## config.mk

```make
export PLATFORM = sky130hd
export DESIGN_NAME = upipe_ctrl
export DESIGN_NICKNAME = d
export VERILOG_FILES = /design/src/rtl/upipe_pkg.sv /design/src/rtl/upipe_celem.sv /design/src/rtl/upipe_delay.sv /design/src/rtl/upipe_stage.sv /design/src/rtl/upipe_ctrl.sv
export SDC_FILE = /design/constraint.sdc
export NUM_CORES = 1
export LEC_CHECK = 0
export BUFFER_PORTS_ARGS = -buffer_cell sky130_fd_sc_hd__clkbuf_2
export CAP_MARGIN = 10
export CELL_PAD_IN_SITES_DETAIL_PLACEMENT = 1
export CELL_PAD_IN_SITES_GLOBAL_PLACEMENT = 1
export CORE_UTILIZATION = 42
export CTS_CLUSTER_DIAMETER = 80
export CTS_CLUSTER_SIZE = 24
export DETAILED_ROUTE_END_ITERATION = 16
export GPL_ROUTABILITY_DRIVEN = 0
export HOLD_SLACK_MARGIN = 0.12
export PLACE_DENSITY = 0.78
export SLEW_MARGIN = 5
export SYNTH_ARGS = -nofsm -noshare
export SYNTH_HDL_FRONTEND = slang
export SYNTH_SLANG_ARGS = --single-unit
```

## constraint.sdc

```tcl
create_clock -name clk -period 1.8 [get_ports clk]
set_clock_uncertainty 0.15 [all_clocks]
set_input_delay 0.27 -clock clk [delete_from_list [all_inputs] [get_ports clk]]
set_output_delay 0.27 -clock clk [all_outputs]
set_load 0.02 [all_outputs]
```

## src/rtl/upipe_pkg.sv

```systemverilog
package upipe_pkg;
  // A slot holds a word when its state bit and its successor's differ.
  function automatic logic slot_full(input logic own_state, input logic succ_state);
    return own_state ^ succ_state;
  endfunction
endpackage

```

## src/rtl/upipe_celem.sv

```systemverilog
module upipe_celem (
  input  logic clk,
  input  logic rst,
  input  logic req_i,
  input  logic succ_i,
  output logic state_o,
  output logic fire_o
);
  logic state_q;
  logic succ_n;

  // second input is inverted: element follows when both inputs agree
  assign succ_n  = ~succ_i;
  assign fire_o  = (req_i == succ_n) && (req_i != state_q);
  assign state_o = state_q;

  always_ff @(posedge clk) begin
    if (rst) begin
      state_q <= 1'b0;
    end else if (fire_o) begin
      state_q <= req_i;
    end
  end

  assert_toggle_guard_R1: assert property (@(posedge clk) disable iff (rst)
    (state_q != $past(state_q)) |->
      ($past(req_i) != $past(state_q) && $past(succ_i) == $past(state_q)))
    else $error("R1: state toggled without request or with a full successor");
endmodule

```

## src/rtl/upipe_delay.sv

```systemverilog
module upipe_delay #(
  parameter int unsigned DEPTH = 2
) (
  input  logic clk,
  input  logic rst,
  input  logic sig_i,
  output logic sig_o
);
  generate
    if (DEPTH == 0) begin : g_wire
      assign sig_o = sig_i;
    end else begin : g_regs
      logic [DEPTH-1:0] taps_q;
      always_ff @(posedge clk) begin
        if (rst) begin
          taps_q <= '0;
        end else begin
          taps_q[0] <= sig_i;
          for (int j = 1; j < int'(DEPTH); j++) begin
            taps_q[j] <= taps_q[j-1];
          end
        end
      end
      assign sig_o = taps_q[DEPTH-1];
    end
  endgenerate
endmodule

```

## src/rtl/upipe_stage.sv

```systemverilog
module upipe_stage #(
  parameter int unsigned WIDTH = 8
) (
  input  logic             clk,
  input  logic             rst,
  input  logic             req_i,
  input  logic             succ_i,
  input  logic [WIDTH-1:0] word_i,
  output logic             state_o,
  output logic [WIDTH-1:0] word_o
);
  logic             fire;
  logic             full;
  logic [WIDTH-1:0] word_q;

  upipe_celem u_celem (
    .clk    (clk),
    .rst    (rst),
    .req_i  (req_i),
    .succ_i (succ_i),
    .state_o(state_o),
    .fire_o (fire)
  );

  assign full = upipe_pkg::slot_full(state_o, succ_i);

  // capture on the request event only
  always_ff @(posedge clk) begin
    if (rst) begin
      word_q <= '0;
    end else if (fire) begin
      word_q <= word_i;
    end
  end

  assign word_o = word_q;

  assert_hold_while_full_R6: assert property (@(posedge clk) disable iff (rst)
    (full && $past(full)) |-> $stable(word_q))
    else $error("R6: stage word changed while the stage stayed full");
endmodule

```

## src/rtl/upipe_ctrl.sv

```systemverilog
module upipe_ctrl #(
  parameter int unsigned STAGES    = 3,
  parameter int unsigned WIDTH     = 8,
  parameter int unsigned REQ_DELAY = 2
) (
  input  logic             clk,
  input  logic             rst,
  input  logic             rin,
  input  logic [WIDTH-1:0] din,
  output logic             ain,
  output logic             rout,
  output logic [WIDTH-1:0] dout,
  input  logic             aout
);
  localparam int unsigned LAST = STAGES - 1;

  logic [STAGES-1:0] st;
  logic [STAGES-1:0] req;
  logic [STAGES-1:0] succ;
  logic [STAGES-1:0] dreq;
  logic [WIDTH-1:0]  word [STAGES];

  genvar i;
  generate
    for (i = 0; i < STAGES; i++) begin : g_stage
      if (i == 0) begin : g_head
        assign req[i] = rin;
        upipe_stage #(.WIDTH(WIDTH)) u_stage (
          .clk(clk), .rst(rst), .req_i(req[i]), .succ_i(succ[i]),
          .word_i(din), .state_o(st[i]), .word_o(word[i]));
      end else begin : g_body
        assign req[i] = dreq[i-1];
        upipe_stage #(.WIDTH(WIDTH)) u_stage (
          .clk(clk), .rst(rst), .req_i(req[i]), .succ_i(succ[i]),
          .word_i(word[i-1]), .state_o(st[i]), .word_o(word[i]));
      end

      if (i == LAST) begin : g_tail
        assign succ[i] = aout;
      end else begin : g_link
        assign succ[i] = st[i+1];
      end

      // matched delay on every forward request
      upipe_delay #(.DEPTH(REQ_DELAY)) u_dly (
        .clk(clk), .rst(rst), .sig_i(st[i]), .sig_o(dreq[i]));
    end
  endgenerate

  assign ain  = st[0];
  assign rout = dreq[LAST];
  assign dout = word[LAST];

  assert_reset_empty_R2: assert property (@(posedge clk) disable iff (rst)
    $past(rst) |-> (!ain && !rout))
    else $error("R2: handshake outputs not idle after reset");

  assert_ack_needs_req_R3: assert property (@(posedge clk) disable iff (rst)
    (ain != $past(ain)) |-> ($past(rin) != $past(ain)))
    else $error("R3: ain toggled with no pending request");

  assert_rout_after_ack_R5: assert property (@(posedge clk) disable iff (rst)
    (rout != $past(rout)) |-> ($past(rout) == $past(aout)))
    else $error("R5: rout toggled while previous word unacknowledged");

  assert_dout_stable_R6: assert property (@(posedge clk) disable iff (rst)
    ($past(rout) != $past(aout) && rout == $past(rout)) |-> $stable(dout))
    else $error("R6: dout changed while presented word pending");
endmodule

```

# Yosys cells after proc, flatten, opt, wreduce, memory -nomap -nowiden
# Index checks and enable logic that the tools add are counted.
dict set report word_totals {
  regBits 33
  latchBits 0
  ramBits 0
  rom_bits 0
  input_bits 12
  out_inout_bits 10
  wordCells 21
  n_memories 0
}
dict set report classes {
  add_sub_neg 0
  n_mul 0
  div 0
  magnitude_cmp 0
  eq_ne 6
  shift 0
  muxes 0
  n_bitwise 3
  n_reduce_logical 3
}
# op n
set ops {}
lappend ops {{$eq A1 B1 Y1} 3}
lappend ops {{$logic_and A1 B1 Y1} 3}
lappend ops {{$ne A1 B1 Y1} 3}
lappend ops {{$not A1 Y1} 3}

# Longest topological paths before layout
# Gate-level depths: netlist of run 1.
dict set report logic_depth {
  word_depth 3
  depth_mapped 5
}

# Modules after synthesis
# Synthesis of run 1 repeated with hierarchy kept, for this count alone.
dict set report hier_totals {
  cells_unflattened 111
  hier_area_um2 1212.4
}
# mod n_inst cells_each area_per_inst_um2 seq_area_each_um2
set modules_own_cells {}
lappend modules_own_cells {upipe_stage 3 26 285.3 160.2}
lappend modules_own_cells {upipe_celem 3 7 66.3 20.0}
lappend modules_own_cells {upipe_delay 3 4 52.6 40.0}

# Worst setup path after synthesis of run 1
# Ideal clock, no wire load.
dict set report synth_path {
  path_kind {reg-to-reg}
  from {reg g_stage[0].g_head.u_stage.u_celem.state_q}
  to {reg g_stage[0].g_head.u_stage.word_q[0]}
  t_arrival_ns 1.167
  required_ns 1.518
  path_slack_ns 0.351
  path_stages_with_launch 5
  n_path_buf 1
  path_cell_list {dfxtp_1 buf_4 nand3b_1 a32oi_1 a21oi_1}
}
dict set report synth_between {
  elab_chain_len 2
}
# item line_no
set synth_rtl {}
lappend synth_rtl {{from (decl)} upipe_celem.sv:9} ;# logic state_q;
lappend synth_rtl {{from (signal assigned)} upipe_celem.sv:21} ;# state_q <= req_i;
lappend synth_rtl {{$ne A1 B1 Y1} upipe_celem.sv:14} ;# assign fire_o = (req_i == succ_n) && (req_i != state_q);
lappend synth_rtl {{$logic_and A1 B1 Y1} upipe_celem.sv:14}
lappend synth_rtl {{to (signal assigned)} upipe_stage.sv:32} ;# word_q <= word_i;
lappend synth_rtl {{to (decl)} upipe_stage.sv:14} ;# logic [WIDTH-1:0] word_q;
# No other way between the ends.
# A chain may end at the register's enable or synchronous reset.

# Final worst setup path of run 1
dict set report layout_path {
  from {reg g_stage[0].g_head.u_stage.u_celem.state_q}
  to {reg g_stage[0].g_head.u_stage.word_q[2]}
}
# Same word-level chain as after synthesis.

==> results of run 1 <==
[worst max-delay path by stage]
stage                                                    from                                  end  slack (ps)  depth (start not counted)
finish              g_stage[0].g_head.u_stage.u_celem.state_o  g_stage[0].g_head.u_stage.word_o[2]         150                          3
global route        g_stage[0].g_head.u_stage.u_celem.state_o  g_stage[0].g_head.u_stage.word_o[0]          10                          3
CTS                 g_stage[2].g_body.u_stage.u_celem.state_o  g_stage[2].g_body.u_stage.word_o[5]          50                          3
detailed placement  g_stage[2].g_body.u_stage.u_celem.state_o  g_stage[2].g_body.u_stage.word_o[0]          50                          3
global placement    g_stage[2].g_body.u_stage.u_celem.state_o  g_stage[2].g_body.u_stage.word_o[4]         240                          3
floorplan           g_stage[0].g_head.u_stage.u_celem.state_o  g_stage[0].g_head.u_stage.word_o[0]         350                          4
[per-layer routing]
metal	GRT usage [%]	vias to the layer above	share of wire, %
met4	8.571	0	1.7
li1	-	673	-
met3	5.590	7	2.9
met1	24.97	664	41
met2	39.36	25	54
met5	0	-	0
[repair_timing]
item	in CTS	in global routing
endpoints found under the setup margin	0	7
hold endpoints to repair	8	0
hold buffers	8	0
gates resized for setup	0	1
[cells in the final DEF (no fill, tap or decap), drive strengths merged]
cell	Yosys	routed
and3b	8	8
inv	1	1
nand3	19	19
nand3b	8	8
nand2b	3	3
and4b	4	4
o21ai	22	22
nand2	2	2
nor2b	11	11
clkbuf	5	28
or3b	3	3
nor3b	4	4
dlygate4sd3	0	8
and2	1	1
buf	7	2
dfxtp	33	33
o21bai	2	2
a21oi	26	26
a32oi	4	4
a31oi	5	5
[cell usage after synthesis (all sizes together)]
cell | count | share of area (%)
dfxtp | 33 | 44
a21oi | 26 | 8.6
o21ai | 22 | 7.3
nand3 | 19 | 6.3
nor2b | 11 | 4.6
and3b | 8 | 4.9
nand3b | 8 | 4.2
buf | 7 | 3.1
a31oi | 5 | 2.1
clkbuf | 5 | 1.4
a32oi | 4 | 2.3
and4b | 4 | 2.6
nor3b | 4 | 3.8
nand2b | 3 | 1.2
or3b | 3 | 1.7
nand2 | 2 | 0.50
o21bai | 2 | 0.99
and2 | 1 | 0.41
inv | 1 | 0.25
[state kept, by name, summed over array words and instances (netlist names)]
name	count
g_stage.g_body.u_stage.word_o	16
g_stage.g_head.u_stage.word_o	8
g_stage.u_dly.g_regs.taps_q	6
g_stage.g_body.u_stage.u_celem.state_o	2
g_stage.g_head.u_stage.u_celem.state_o	1
[kinds of logic after synthesis]
| group | after synthesis | synth area share (%) |
|---|---|---|
| buf+inv | 13 | 4.718 |
| simple gates | 63 | 30.30 |
| compound gates | 59 | 21.27 |
| flops | 33 | 43.71 |
[stage by stage]
stage	hold slack (ps)	utilization [%]
floorplan	191.6	-
global placement	268.1	47.84
detailed placement	283.6	47.84
CTS	123.8	51.83
global route	166.9	51.86
finish	135.6	51.86
[final cells by class]
class	count	area [um^2]
tap	46	57.56
fill	416	1632
timing repair buffer	31	200.2
inverter	1	3.754
sequential	33	661.9
clock buffer	7	55.05
multi-input combinational	122	779.5
[critical path: stages (launching register included)]
cell,delay [ps]
dfxtp_1,580
nand3b_1,360
a32oi_1,320
a21oi_1,100
[power groups by stage]
stage | Sequential [uW] | Clock [uW] | Combinational [uW]
5_1_grt | 782 | 478 | 142
2_1_floorplan | 783 | 0 | 86.1
3_5_place_dp | 793 | 0 | 113
6_report | 777 | 430 | 129
4_1_cts | 777 | 435 | 127
3_3_place_gp | 791 | 0 | 106
==> flow_metrics.py, run 1 <==
metrics = {
    "grt": {
        "grt_pass1_vias": 1351,
        "grt.total_usage_pct": 22.03,
        "antenna_found_initial": 0,
        "grt_first_pass_wirelength_um": 6078,
        "grt_start_max_net_pins": 34,
        "gr-total-overflow": 0,
    },
    "floorplan": {
        "core_um2": 3390,
        "rows": 21,
        "io_pins": 22,
        "dieWidth_um": 61.99,
        "dieHeight_um": 61.99,
        "die-area_um2": 3843,
        "start_util_pct": 44.59,
    },
    "setup_path": {
        "cp-start-kind": "register",
        "ff2ff_path_depth": 3,
        "reg2reg_to": "g_stage[0].g_head.u_stage.word_o[2]",
        "crit_fanout": 12,
        "arrival_ps": 1690,
        "worstReg2RegStart": "g_stage[0].g_head.u_stage.u_celem.state_o",
        "required_ps": 1850,
        "reg2reg_slack_ps": 150,
        "worst_setup_path_end_kind": "register",
        "path_class": "reg -> reg",
    },
    "timing": {
        "finalHoldViolations": 0,
        "finalCritPeriodShare_pct": 91.44,
        "rsz0062_at_grt": "no",
        "setup-violations-final": 0,
        "max_freq_mhz": 607.5,
        "worstMarginPinSlew_ps": 681.1,
        "min_period_ps": 1646,
        "slew_headroom_pct": 54.59,
        "finalSetupTns_ps": 0,
        "fin_ws_ps": 154.0,
        "slew_violations": 0,
    },
    "logic_synthesis": {
        "synth-seq-area-share_pct": 43.71,
        "yosysUniqueCellTypes": 26,
        "synth.ff_latch_count": 33,
        "syn_area_um2": 1511,
        "ys_warn_count": 0,
        "syn-num-nets": 180,
        "syn_inst": 168,
        "postSynthAreaPerCell_um2": 8.997,
    },
    "pwr": {
        "p_per_area_nw_per_um2": 759.8,
        "power_switching_uw": 339.0,
        "power.internal_uw": 996.7,
        "switching_share_pct": 25.38,
        "finalPower_uw": 1336,
        "clkPwrFrac_pct": 32.2,
        "seqPwrFrac_pct": 58.2,
        "vdd_ir_drop_max_mv": 0.3268,
        "combinationalPowerShare_pct": 9.6,
        "leakage_uw": 0.0006520,
    },
    "placed_design": {
        "dp_hpwl_um": 2502,
        "placed_cell_area_um2": 1622,
        "post-place-ws_ps": 54.57,
        "dp.cells": 225,
        "portBuffers": 21,
    },
    "clocking": {
        "numCtsBuffers": 5,
        "cts_max_level": 2,
        "cts_sinks": 33,
        "clk_pin_slew_ps": 100,
        "clock_latency_ps": 340,
        "cts.path.max_buffers": 2,
        "postCtsSetupRepairBufs": 0,
        "cts_tree": "done",
        "cts-root-buf": "clkbuf_4",
    },
    "worst_hold_path": {
        "worst_hold_path.num_cells": 3,
        "hold_start": "rin",
        "hp-class": "in -> reg",
        "hold_end": "g_stage[0].g_head.u_stage.u_celem.state_o",
    },
    "detailed_routing": {
        "ant_nets": 0,
        "totalWireLength_um": 3658,
        "route.vias.total": 1369,
        "drc": 0,
        "wl_per_cell_um": 15.24,
        "drt_pass1_iterations": 4,
        "via_per_inst": 5.704,
        "drtIter0Drc": 49,
    },
    "final_layout": {
        "area_delta_synth_final_pct": 16.31,
        "drive_above_1_share_pct": 18.04,
        "n_antenna_cell": 0,
        "instances_no_fill": 240,
        "fin_area_um2": 1758,
        "final_nets": 206,
    },
    "flow_run": {
        "drv_cap": 0,
    },
    "status": {
        "status": "finished, final reports clean",
    },
}
No activity file was read; power rests on OpenSTA's default activity.
==> run 2: changes to the inputs <==
--- a/config.mk
+++ b/config.mk
@@ -9,13 +9,13 @@
 export CAP_MARGIN = 10
 export CELL_PAD_IN_SITES_DETAIL_PLACEMENT = 1
 export CELL_PAD_IN_SITES_GLOBAL_PLACEMENT = 1
-export CORE_UTILIZATION = 42
+export CORE_UTILIZATION = 40
 export CTS_CLUSTER_DIAMETER = 80
 export CTS_CLUSTER_SIZE = 24
 export DETAILED_ROUTE_END_ITERATION = 16
 export GPL_ROUTABILITY_DRIVEN = 0
 export HOLD_SLACK_MARGIN = 0.12
-export PLACE_DENSITY = 0.78
+export PLACE_DENSITY = 0.75
 export SLEW_MARGIN = 5
 export SYNTH_ARGS = -nofsm -noshare
 export SYNTH_HDL_FRONTEND = slang
==> run 2 against run 1 <==
Effect of this change:
- sequential power is essentially flat
- final cell count shrank 1.7%
- global-route usage shrank 2.8 points
- non-clock buffer count shrank 5
- fmax grew 2.1%
- final area grew 1.5%
- combinational power shrank 5%
==> flow_metrics.py, run 2 (synthesis gave the netlist of run 1 again) <==
metrics = {
    "worst_hold_path": {
        "hp-class": "in -> reg",
    },
    "timing": {
        "max_freq_mhz": 620.3,
        "finalCritPeriodShare_pct": 89.56,
        "setup-violations-final": 0,
        "min_period_ps": 1612,
        "slew_headroom_pct": 56.16,
        "finalSetupTns_ps": 0,
        "rsz0062_at_grt": "no",
        "slew_violations": 0,
        "worstMarginPinSlew_ps": 657.7,
        "finalHoldViolations": 0,
    },
    "final_layout": {
        "final_common_cell": "dfxtp_1",
        "fin_area_um2": 1784,
        "area_delta_synth_final_pct": 18.05,
        "final_nets": 201,
        "n_antenna_cell": 0,
        "drive_above_1_share_pct": 18.42,
        "largest_reg_flops": 16,
        "final_cell_mix": "32 x dfxtp_1, 26 x a21oi_1, 22 x o21ai_0",
    },
    "setup_path": {
        "crit_family": "flip-flops",
        "max_stage_delay_ps": 570,
        "path_class": "reg -> reg",
        "cp-start-kind": "register",
        "cp_slowest_cell": "dfxtp_1",
        "required_ps": 1790,
        "critPathBufInv": 0,
        "crit_fanout": 12,
        "crit_chain": "nand3b_1 -> a32oi_1 -> a21oi_1",
        "worst_setup_path_end_kind": "register",
        "arrival_ps": 1610,
    },
    "clocking": {
        "clock_latency_ps": 280,
        "cts.path.max_buffers": 2,
        "cts_sinks": 33,
        "clk_pin_slew_ps": 70,
        "postCtsSetupRepairBufs": 0,
        "cts_max_level": 2,
        "cts-root-buf": "clkbuf_8",
        "cts_tree": "done",
        "numCtsBuffers": 5,
    },
    "pwr": {
        "p_per_area_nw_per_um2": 906.3,
        "vdd_ir_drop_max_mv": 0.4129,
        "leakage_uw": 0.0006600,
    },
    "floorplan": {
        "dieWidth_um": 63.47,
        "start_util_pct": 43.58,
        "die-area_um2": 4028,
        "io_pins": 22,
        "dieHeight_um": 63.47,
        "core_um2": 3468,
        "rows": 21,
    },
    "placed_design": {
        "placed_cell_area_um2": 1627,
        "portBuffers": 21,
        "dp_hpwl_um": 2413,
    },
    "detailed_routing": {
        "drt_pass1_iterations": 4,
        "drtIter0Drc": 53,
        "route.vias.total": 1318,
        "drc": 0,
        "via_per_inst": 5.585,
        "totalWireLength_um": 3501,
        "wl_per_cell_um": 14.83,
        "ant_nets": 0,
    },
    "grt": {
        "antenna_found_initial": 0,
        "grt_start_max_net_pins": 34,
        "grt_first_pass_wirelength_um": 6051,
        "grt.total_usage_pct": 19.25,
        "gr-total-overflow": 0,
        "grt_pass1_vias": 1344,
    },
    "flow_run": {
        "drv_cap": 0,
    },
    "status": {
        "status": "finished, final reports clean",
    },
}
-- run 2: cell count changes in the layout (fill, tap and decap cells not counted), sizes merged --
| cell | delta |
|---|---|
| bufinv | +1 |
| buf | -1 |
| dlygate4sd3 | -4 |
-- run 2: final cells by class --
cell class	instances	area [um^2]
Timing Repair Buffer	26	165.2
Inverter	1	3.754
Tap cell	46	57.56
Fill cell	427	1684
Clock buffer	7	86.33
Sequential cell	33	661.9
Clock inverter	1	30.03
Multi-Input combinational cell	122	779.5
-- run 2: power by group --
group / internal, uW / switching, uW / total [uW]
clock network: 451 / 266 / 717
registers: 753 / 25.5 / 779
logic: 56.0 / 65.7 / 122
-- run 2: tightest hold or removal path, stage by stage --
cell	delay [ps]
clkbuf_2	90
a32oi_1	50
a21oi_1	120
-- run 2: what timing repair did --
action	4_1_cts	5_1_grt
resized for setup	0	1
endpoints found under the setup margin	0	3
endpoints found under the hold margin	4	0
hold buffers	4	0
-- run 2: final timing paths --
kind | depth (start not counted) | startpoint | slack (ps) | to
worst min register to register | 1 | g_stage[1].u_dly.g_regs.taps_q[0] | 300 | g_stage[1].u_dly.g_regs.taps_q[1]
worst min-delay path | 3 | din[1] | 140 | g_stage[0].g_head.u_stage.word_o[1]
worst max register to register | 3 | g_stage[0].g_head.u_stage.u_celem.state_o | 190 | g_stage[0].g_head.u_stage.word_o[3]
worst max-delay path | 3 | g_stage[0].g_head.u_stage.u_celem.state_o | 190 | g_stage[0].g_head.u_stage.word_o[3]
-- run 2: through the flow --
| step | std cells | hold slack (ps) | setup slack, ps | util [%] | power, uW |
|---|---|---|---|---|---|
| floorplan | 168 | 191.6 | 351.1 | - | 869.4 |
| global route | 236 | 147.4 | 57.27 | 51.44 | 1688 |
| detailed placement | 224 | 284.9 | 120.4 | 46.90 | 907.4 |
| finish | 236 | 138.4 | 188.0 | 51.44 | 1617 |
| global placement | 224 | 267.3 | 227.3 | 46.90 | 899.3 |
| CTS | 236 | 130.7 | 116.5 | 51.41 | 1633 |
-- run 2: layer usage --
layer | up-vias | routed length [um] | part of all wire (%) | GRT usage, %
met5 | - | 0 | 0 | 0
met1 | 628 | 1520 | 43 | 21.54
met2 | 24 | 1839 | 53 | 34.97
met4 | 0 | 22 | 0.63 | 5.114
met3 | 4 | 119 | 3.4 | 5.616
li1 | 662 | - | - | -
==> run 3: changes to the inputs <==
--- a/config.mk
+++ b/config.mk
@@ -5,17 +5,18 @@
 export SDC_FILE = /design/constraint.sdc
 export NUM_CORES = 1
 export LEC_CHECK = 0
+export ABC_AREA = 1
 export BUFFER_PORTS_ARGS = -buffer_cell sky130_fd_sc_hd__clkbuf_2
 export CAP_MARGIN = 10
 export CELL_PAD_IN_SITES_DETAIL_PLACEMENT = 1
 export CELL_PAD_IN_SITES_GLOBAL_PLACEMENT = 1
-export CORE_UTILIZATION = 40
+export CORE_UTILIZATION = 31
 export CTS_CLUSTER_DIAMETER = 80
 export CTS_CLUSTER_SIZE = 24
 export DETAILED_ROUTE_END_ITERATION = 16
 export GPL_ROUTABILITY_DRIVEN = 0
 export HOLD_SLACK_MARGIN = 0.12
-export PLACE_DENSITY = 0.75
+export PLACE_DENSITY = 0.64
 export SLEW_MARGIN = 5
 export SYNTH_ARGS = -nofsm -noshare
 export SYNTH_HDL_FRONTEND = slang
==> run 3 against run 2 <==
Effect of this change:
- final cell count grew 13%
- non-clock buffer count shrank 4
- sequential power grew 2%
- routed wire length shrank 23%
- final area shrank 10%
- largest power group unchanged
- hold slack gained 9.2 ps
- die area grew 20%
- largest cell class is now registers
- count of clock-buffer cells in the layout is the same
- sequential share of layout area grew 4.0 points
==> flow_metrics.py, run 3 <==
metrics = {
    "status": {
        "status": "finished, final reports clean",
    },
    "logic_synthesis": {
        "yosys-top-cells-area": "dfxtp_1 47%, inv_1 8.5%, a21oi_1 8.1%",
        "postSynthAreaPerCell_um2": 7.345,
        "synthArstFlopShare_pct": 0,
        "syn_inst": 193,
        "synth.ff_latch_count": 33,
        "synth_top_area_share_pct": 46.60,
        "synthTopCellsByCount": "33 x dfxtp_1, 32 x inv_1, 29 x nor2_1, 28 x nand2_1, 23 x a21oi_1",
        "ys_warn_count": 0,
        "synth-main-ff-cell": "dfxtp_1",
        "synth.most_common_cell": "dfxtp_1",
        "yosysUniqueCellTypes": 15,
        "syn-num-nets": 205,
        "synth_enable_flop_cells": 0,
        "synth.largest_area_cell": "dfxtp_1",
        "synth-seq-area-share_pct": 46.60,
        "syn_area_um2": 1418,
    },
    "timing": {
        "finalCritPeriodShare_pct": 83.20,
        "rsz0062_at_grt": "no",
        "slew_violations": 0,
        "min_period_ps": 1498,
        "worstMarginPinSlew_ps": 449.3,
        "finalSetupTns_ps": 0,
        "finalHoldViolations": 0,
        "slew_headroom_pct": 70.00,
        "setup-violations-final": 0,
        "max_freq_mhz": 667.7,
    },
    "detailed_routing": {
        "totalWireLength_um": 2690,
        "wl_per_cell_um": 10.11,
        "route.vias.total": 1156,
        "drt_pass1_iterations": 4,
        "drtIter0Drc": 16,
        "drc": 0,
        "ant_nets": 0,
        "via_per_inst": 4.346,
    },
    "setup_path": {
        "path_class": "in -> reg",
        "reg2reg_to": "g_stage[1].g_body.u_stage.word_o[4]",
        "reg2reg_slack_ps": 550,
        "worstReg2RegStart": "g_stage[2].g_body.u_stage.u_celem.state_o",
        "cp-start-kind": "primary input",
        "arrival_ps": 1570,
        "ff2ff_path_depth": 5,
        "required_ps": 1870,
        "critPathLaunch": "rst",
        "worst_setup_path_end_kind": "register",
        "crit_chain": "dlygate4sd3_1 -> clkbuf_2 -> inv_2 -> and3_1",
        "critPathBufInv": 3,
        "crit_family": "buffers and inverters",
        "max_stage_delay_ps": 540,
        "crit_fanout": 27,
        "endpoint": "g_stage[2].g_body.u_stage.u_celem.state_o",
        "cp.depth": 4,
        "cp_slowest_cell": "dlygate4sd3_1",
    },
    "clocking": {
        "cts_tree": "done",
        "postCtsSetupRepairBufs": 0,
        "cts.path.max_buffers": 2,
        "clk_pin_slew_ps": 60,
        "numCtsBuffers": 5,
        "clock_latency_ps": 280,
        "cts_sinks": 33,
        "cts-root-buf": "clkbuf_8",
        "cts_max_level": 2,
    },
    "grt": {
        "grt_start_max_net_pins": 28,
        "grt.total_usage_pct": 12.84,
        "grt_first_pass_wirelength_um": 4933,
        "grt_pass1_vias": 1144,
        "gr-total-overflow": 0,
        "antenna_found_initial": 0,
    },
    "floorplan": {
        "die-area_um2": 4848,
        "dieWidth_um": 69.63,
        "start_util_pct": 32.33,
        "core_um2": 4384,
        "rows": 24,
        "io_pins": 22,
        "dieHeight_um": 69.63,
    },
    "final_layout": {
        "final_cell_mix": "33 x dfxtp_1, 32 x inv_1, 29 x nor2_1",
        "utilization_pct": 36.64,
        "multi_input_area_um2": 548.0,
        "area_delta_synth_final_pct": 13.33,
        "largest_reg_flops": 16,
        "final_nets": 226,
        "drive_above_1_share_pct": 19.63,
        "regArea_um2": 660.6,
        "fillers": 567,
        "n_antenna_cell": 0,
        "final_common_cell": "dfxtp_1",
    },
    "flow_run": {
        "drv_cap": 0,
    },
    "pwr": {
        "p_per_area_nw_per_um2": 957.5,
        "vdd_ir_drop_max_mv": 0.2873,
        "leakage_uw": 0.0007549,
    },
    "worst_hold_path": {
        "hp-class": "in -> reg",
    },
    "placed_design": {
        "dp_hpwl_um": 1764,
        "portBuffers": 21,
    },
}
==> run 3: final cells by class <==
class                      instances  area share [%]
tap                               52           4.050
multi-input combinational        117           34.11
clock buffer                       7           5.374
inverter                          35           8.178
timing repair buffer              22           7.165
sequential                        33           41.12
==> run 3: where the power goes <==
group          switching, uW  total (uW)  internal, uW
clock                    252         555           303
sequential              23.1         798           775
combinational            115         185          70.1
total                    390        1540          1150
==> run 3: what timing repair did <==
item	4_1_cts	5_1_grt
hold endpoints to repair	6	0
gates resized for setup	0	0
hold buffers	1	0
endpoints found under the setup margin	0	0
==> run 3: how the worst min path moves through the flow <==
stage	from	endpoint	slack, ps	cells after the start
finish	din[0]	g_stage[0].g_head.u_stage.word_o[0]	150	5
global route	din[5]	g_stage[0].g_head.u_stage.word_o[5]	180	5
CTS	din[0]	g_stage[0].g_head.u_stage.word_o[0]	140	5
detailed placement	g_stage[2].u_dly.g_regs.taps_q[0]	g_stage[2].u_dly.g_regs.taps_q[1]	250	2
global placement	g_stage[2].u_dly.g_regs.taps_q[0]	g_stage[2].u_dly.g_regs.taps_q[1]	240	2
floorplan	rst	g_stage[0].u_dly.g_regs.taps_q[1]	190	1
==> run 3: cell families after synthesis <==
family | count (synthesis) | synth area share (%)
buf+inv | 43 | 14.74
simple gates | 93 | 29.92
flops | 33 | 46.60
compound gates | 24 | 8.738
==> run 3: metrics by stage <==
stage                     total power (uW)  area (um^2)  hold WS [ps]  worst slack (ps)  instances
final                                 1538         1607         147.7             302.4        266
after floorplan                      967.6         1418         191.2             598.8        193
after global placement               997.8         1510         241.3             555.2        258
after CTS                             1571         1607         138.1             307.4        266
after global routing                  1636         1607         177.6             181.1        266
after detailed placement              1002         1510         247.2             555.6        258
==> run 3: metal layers <==
metal | up-vias | track usage (%) | share of wire, %
met5 | - | 0 | 0
met4 | 0 | 6.667 | 2.3
met3 | 6 | 4.360 | 4.7
met2 | 23 | 20.17 | 45
met1 | 497 | 15.53 | 48
li1 | 630 | - | -
==> run 3: worst register-to-register path, stage by stage, from the launching register on <==
cell and delay [ps]:
dfxtp_1 380, inv_2 80, nand2_2 60, nand2_2 200
a21oi_1 210, nor2_1 60
